## src/rtl/dma_seq_pkg.sv

```systemverilog
package dma_seq_pkg;
  typedef enum logic [1:0] {
    RGN_INT_MEM = 2'd0,
    RGN_REGS    = 2'd1,
    RGN_EXT_MUX = 2'd2,
    RGN_EXT_SEP = 2'd3
  } region_e;

  typedef enum logic [1:0] {
    ST_IDLE, ST_RD, ST_WR, ST_FIN
  } state_e;

  localparam int CW = 3;  // coefficient width, max value 4
endpackage

```

## src/rtl/dma_coef.sv

```systemverilog
module dma_coef
  import dma_seq_pkg::*;
#(
  parameter bit IS_WRITE = 1'b0
) (
  input  logic [1:0]    region_i,
  input  logic [1:0]    wait_i,
  output logic [CW-1:0] coef_o
);
  logic [CW-1:0] w_plus1;
  assign w_plus1 = {1'b0, wait_i} + 3'd1;

  always_comb begin
    unique case (region_e'(region_i))
      RGN_INT_MEM: coef_o = (wait_i == 2'd0) ? 3'd1 : 3'd2;
      RGN_REGS:    coef_o = 3'd2;
      RGN_EXT_MUX: coef_o = (wait_i == 2'd0) ? 3'd2 : w_plus1;
      RGN_EXT_SEP: coef_o = (wait_i == 2'd0) ? (IS_WRITE ? 3'd2 : 3'd1) : w_plus1;
      default:     coef_o = 3'd2;
    endcase
  end
endmodule

```

## src/rtl/dma_unit_plan.sv

```systemverilog
module dma_unit_plan (
  input  logic word_i,
  input  logic narrow_bus_i,
  input  logic ext_mode_i,
  input  logic src_lsb_i,
  input  logic dst_lsb_i,
  output logic split_o,
  output logic illegal_o
);
  assign illegal_o = narrow_bus_i & ~ext_mode_i;
  assign split_o   = word_i & (narrow_bus_i | src_lsb_i | dst_lsb_i);
endmodule

```

## src/rtl/dma_seq_ctrl.sv

```systemverilog
module dma_seq_ctrl
  import dma_seq_pkg::*;
#(
  parameter int AW = 16
) (
  input  logic          clk_i,
  input  logic          rst_ni,
  input  logic          start_i,
  input  logic          illegal_i,
  input  logic          split_i,
  input  logic [AW-1:0] src_i,
  input  logic [AW-1:0] dst_i,
  input  logic [CW-1:0] j_i,
  input  logic [CW-1:0] k_i,
  output logic          rd_o,
  output logic          wr_o,
  output logic [AW-1:0] addr_o,
  output logic          busy_o,
  output logic          done_o,
  output logic          err_o
);
  state_e        state_q;
  logic [CW-1:0] cnt_q, j_q, k_q;
  logic          idx_q, split_q, err_q;
  logic [AW-1:0] src_q, dst_q;
  logic          accept, last_cyc;

  assign accept   = start_i && (state_q == ST_IDLE || state_q == ST_FIN);
  assign last_cyc = (cnt_q == '0);

  always_ff @(posedge clk_i or negedge rst_ni) begin
    if (!rst_ni) begin
      state_q <= ST_IDLE;
      cnt_q   <= '0;
      j_q     <= '0;
      k_q     <= '0;
      idx_q   <= 1'b0;
      split_q <= 1'b0;
      err_q   <= 1'b0;
      src_q   <= '0;
      dst_q   <= '0;
    end else begin
      unique case (state_q)
        ST_RD: begin
          if (!last_cyc) cnt_q <= cnt_q - 3'd1;
          else if (split_q && !idx_q) begin
            idx_q <= 1'b1;
            cnt_q <= j_q - 3'd1;
          end else begin
            state_q <= ST_WR;
            idx_q   <= 1'b0;
            cnt_q   <= k_q - 3'd1;
          end
        end
        ST_WR: begin
          if (!last_cyc) cnt_q <= cnt_q - 3'd1;
          else if (split_q && !idx_q) begin
            idx_q <= 1'b1;
            cnt_q <= k_q - 3'd1;
          end else begin
            state_q <= ST_FIN;
            idx_q   <= 1'b0;
          end
        end
        default: begin  // idle or done cycle
          if (accept) begin
            src_q   <= src_i;
            dst_q   <= dst_i;
            j_q     <= j_i;
            k_q     <= k_i;
            split_q <= split_i;
            idx_q   <= 1'b0;
            cnt_q   <= j_i - 3'd1;
            err_q   <= illegal_i;
            state_q <= illegal_i ? ST_FIN : ST_RD;
          end else begin
            state_q <= ST_IDLE;
            err_q   <= 1'b0;
          end
        end
      endcase
    end
  end

  assign rd_o   = (state_q == ST_RD);
  assign wr_o   = (state_q == ST_WR);
  assign busy_o = rd_o | wr_o;
  assign done_o = (state_q == ST_FIN);
  assign err_o  = done_o & err_q;

  always_comb begin
    if (rd_o)      addr_o = src_q + AW'(idx_q);
    else if (wr_o) addr_o = dst_q + AW'(idx_q);
    else           addr_o = '0;
  end
endmodule

```

## src/rtl/dma_xfer_seq.sv

```systemverilog
module dma_xfer_seq
  import dma_seq_pkg::*;
#(
  parameter int AW = 16
) (
  input  logic          clk_i,
  input  logic          rst_ni,
  input  logic          start_i,
  input  logic [AW-1:0] src_addr_i,
  input  logic [AW-1:0] dst_addr_i,
  input  logic          word_i,
  input  logic          narrow_bus_i,
  input  logic          ext_mode_i,
  input  logic [1:0]    rd_region_i,
  input  logic [1:0]    rd_wait_i,
  input  logic [1:0]    wr_region_i,
  input  logic [1:0]    wr_wait_i,
  output logic          rd_o,
  output logic          wr_o,
  output logic [AW-1:0] addr_o,
  output logic          busy_o,
  output logic          done_o,
  output logic          err_o
);
  logic [1:0]    side_rgn  [2];
  logic [1:0]    side_wait [2];
  logic [CW-1:0] side_coef [2];
  logic          split, illegal;

  assign side_rgn[0]  = rd_region_i;
  assign side_rgn[1]  = wr_region_i;
  assign side_wait[0] = rd_wait_i;
  assign side_wait[1] = wr_wait_i;

  for (genvar g = 0; g < 2; g++) begin : g_side
    dma_coef #(.IS_WRITE(g == 1)) u_coef (
      .region_i(side_rgn[g]),
      .wait_i  (side_wait[g]),
      .coef_o  (side_coef[g])
    );
  end

  dma_unit_plan u_plan (
    .word_i      (word_i),
    .narrow_bus_i(narrow_bus_i),
    .ext_mode_i  (ext_mode_i),
    .src_lsb_i   (src_addr_i[0]),
    .dst_lsb_i   (dst_addr_i[0]),
    .split_o     (split),
    .illegal_o   (illegal)
  );

  dma_seq_ctrl #(.AW(AW)) u_ctrl (
    .clk_i    (clk_i),
    .rst_ni   (rst_ni),
    .start_i  (start_i),
    .illegal_i(illegal),
    .split_i  (split),
    .src_i    (src_addr_i),
    .dst_i    (dst_addr_i),
    .j_i      (side_coef[0]),
    .k_i      (side_coef[1]),
    .rd_o     (rd_o),
    .wr_o     (wr_o),
    .addr_o   (addr_o),
    .busy_o   (busy_o),
    .done_o   (done_o),
    .err_o    (err_o)
  );
endmodule

```

## config.mk

```make
export PLATFORM = sky130hd
export DESIGN_NAME = dma_xfer_seq
export DESIGN_NICKNAME = d
export VERILOG_FILES = /design/src/rtl/dma_seq_pkg.sv /design/src/rtl/dma_coef.sv /design/src/rtl/dma_unit_plan.sv /design/src/rtl/dma_seq_ctrl.sv /design/src/rtl/dma_xfer_seq.sv
export SDC_FILE = /design/constraint.sdc
export NUM_CORES = 1
export LEC_CHECK = 0
export ABC_AREA = 1
export ABC_CLOCK_PERIOD_IN_PS = 1800
export CORE_MARGIN = 2
export CORE_UTILIZATION = 43
export DETAILED_ROUTE_END_ITERATION = 12
export HOLD_SLACK_MARGIN = 0.1
export PLACE_DENSITY = 0.68
export SLEW_MARGIN = 20
export SYNTH_ARGS = -nofsm -noshare
export SYNTH_HDL_FRONTEND = slang
export SYNTH_HIERARCHICAL = 1
export SYNTH_SLANG_ARGS = --single-unit
```

## constraint.sdc

```tcl
create_clock -name clk_i -period 1.8 [get_ports clk_i]
set_input_delay 0.18 -clock clk_i [delete_from_list [all_inputs] [get_ports clk_i]]
set_output_delay 0.18 -clock clk_i [all_outputs]
set_load 0.03 [all_outputs]
```

==> results.toml <==
[timing]
tns_ns = -2.00
finalCritPeriodShare = 1.11
fin_skew_ns = 0.00201
max_slew.worst_pin.slew_ns = 0.580
drv_slew = 0
fin_crit_ns = 2.00
fmax_ghz = 0.501
hold_viol = 0
max_slew_margin = 0.613
setup_ws_ns = -0.197
rsz0062_at_grt = "yes"
setup_viol = 13

[worst_hold_path]
hp-class = "primary input to async pin"

[die]
start_util = 0.437
row_count = 32
die_w_um = 92.2
ioPinCount = 67
die_h_um = 92.2
dieArea_mm2 = 0.00850
design.core.area_mm2 = 0.00765

[synth]
yosys.area.top_type_share = 0.344
ys_ff_latch = 46
ys_types = 32
syn-num-nets = 515
yosys_warnings = 6
syn_area_mm2 = 0.00334
seq_area_frac_synth = 0.344
synthTopCellsByArea = "dfrtp_1 (34%), nand2_1 (13%), inv_1 (6.7%)"
synthCells = 454
synth_area_per_cell_um2 = 7.36
synth_top_area_cell = "dfrtp_1"

[grt]
first_global_vias = 3084
grt_pass1_wl_um = 14000
grt_max_degree = 36
grt_overflow = 0
track_usage = 0.203
antenna_found_initial = 0

[critical_path]
cp-start-kind = "flop"
reg2reg_slack_ns = 0.26
cp.arrival_ns = 1.82
crit_path_top_delay_cell = "dfrtp_1"
endpoint_kind = "output pin"
crit_path_max_fanout = 3
path_cells = "buf_6 > ha_4 > nand2_4 > nor2_4 > nand2_4 > o21bai_1 > nand3_1 > nand2_1 > buf_6"
worstSetupPathType = "flop to output pin"
crit_path_max_incr_delay_ns = 0.42
r2r_start = "u_ctrl/state_q[1]"
critPathLaunch = "u_ctrl/idx_q"
required_ns = 1.62

[cells_and_area]
nets = 607
synthToLayoutAreaGrowth_pct = 39.2
multiInputGateArea_mm2 = 0.00207
drive_gt1_frac = 0.264
nFillCells = 695
fin_cells = 648
antenna_cells = 0
regArea_mm2 = 0.00115
final_cell_mix = "nand2_1 (111), nor2_1 (58), inv_1 (56)"
final_common_cell = "nand2_1"

[job]
maxCapViolCount = 0

[routing]
num_vias = 3259
via_per_inst = 5.03
routed_wl_um = 8480
routedWlPerCell_um = 13.1
drcViolationCount = 0
first_iter_violations = 122
dr.pass1.iters = 5
antenna_left = 0

[clocking]
worstSkewPairLatency_ns = 0.30
clk_pin_slew_worst_paths_ns = 0.09
cts_sinks = 46
clockBufferDepth = 2
cts_tree = "built"
cts_root_buf = "clkbuf_8"
htreeDepth = 2
cts_inserted_buffers = 5

[pwr]
p_leak_nw = 2.30
ir_drop_mv = 1.15
powerDensity_mw_per_mm2 = 1820

[outcome]
run_status = "complete, but fails checks"
violations = "negative setup slack"

[placement]
gp_congestion = 0.897
dp_cells = 629
placement.io_buffers = 66
hpwl_um = 6290
-- synth_stat cells --
library cell,n
o211ai_1,1
inv_2,7
a22oi_1,2
o21ai_0,18
nand4_1,4
nor2_1,59
dfrtp_1,46
nand3b_1,1
nand3_1,35
o21bai_1,2
buf_2,4
buf_6,4
ha_1,15
a21oi_1,16
nand2_4,1
nor2_2,6
xor2_1,2
inv_1,60
o21ai_2,1
o22ai_1,3
xnor2_1,2
nand3_2,1
a21oi_2,11
nor2_4,5
mux2_2,4
mux2_4,13
o221ai_1,1
buf_4,1
o21ai_1,5
nand2_1,113
nand2_2,10
a22o_1,1
-- layout make-up --
class                           instances  area share
Clock buffer                            6      0.0177
Clock inverter                          1     0.00645
Inverter                               67      0.0540
Multi-Input combinational cell        332       0.445
Sequential cell                        46       0.248
Tap cell                              102      0.0274
Timing Repair Buffer                   94       0.202
-- metal layers --
| layer | global-route usage | part of all wire | vias up |
|---|---|---|---|
| met4 | 0.0498 | 0.012 | 0 |
| met1 | 0.279 | 0.45 | 1530 |
| met2 | 0.336 | 0.49 | 93 |
| li1 | - | - | 1624 |
| met5 | 0 | 0 | - |
| met3 | 0.0345 | 0.048 | 12 |
-- final timing paths --
check                               endpoint  depth (start not counted)
max                               addr_o[11]                          9
min                         u_ctrl/dst_q[14]                          2
min in group clk_i          u_ctrl/dst_q[10]                          3
max reg2reg                  u_ctrl/dst_q[3]                          5
max in group asynchronous  u_ctrl/state_q[0]                          3
min reg2reg                  u_ctrl/cnt_q[1]                          2
-- where the power goes --
part	switching [mW]	total [mW]	internal, mW
combinational	3.10	5.51	2.41
clock	0.356	0.801	0.445
sequential	0.592	2.15	1.56
total	4.05	8.46	4.41
-- sequential cells by signal (all words and copies together), names as in the netlist --
name and count:
u_ctrl/idx_q 1, u_ctrl/dst_q 16, u_ctrl/k_q 3, u_ctrl/j_q 3, u_ctrl/split_q 1, u_ctrl/state_q 2
u_ctrl/cnt_q 3, u_ctrl/src_q 16, u_ctrl/err_q 1
-- critical path, delay by kind of cell, from the launching register on --
family / cells / cell delay, ns
AO/OA/AOI/OAI: 1 / 0.15
AND/OR/NAND/NOR: 5 / 0.53
buffers and inverters: 2 / 0.27
adder cells (fa/ha/maj): 1 / 0.15
flip-flops: 1 / 0.42
-- metrics by stage --
step	hold WS (ns)	worst slack [ns]	utilization	area (µm²)	total power, mW
floorplan	-0.116	-0.0957	-	3360	5.54
global placement	0.208	-0.0774	0.548	4190	6.96
detailed placement	0.206	-0.158	0.548	4190	7.03
CTS	0.418	-0.185	0.591	4520	8.24
global route	0.451	-0.337	0.609	4650	9.13
finish	0.405	-0.197	0.609	4650	8.46
-- logic make-up (layout without fill, tap and decap cells) --
group,Yosys count,count (layout),synth area share
xor gates and xnor gates,4,4,0.0105
buffers and inverters,76,168,0.0969
muxes,17,17,0.0719
DFF,46,46,0.344
and+or+nand+nor,235,235,0.308
AOI/OAI and AO/OA,61,61,0.112
adders and majority gates,15,15,0.0561
-- timing repair --
item | CTS | global route
setup buffers | 5 | 5
endpoints found under the setup margin | 18 | 17
gates resized for setup | 44 | 33
gates cloned | 1 | 0
hold buffers | 1 | 0
pin swaps | 11 | 10
endpoints found under the hold margin | 21 | 0
Note: power is estimated with default switching activity, not from simulation.
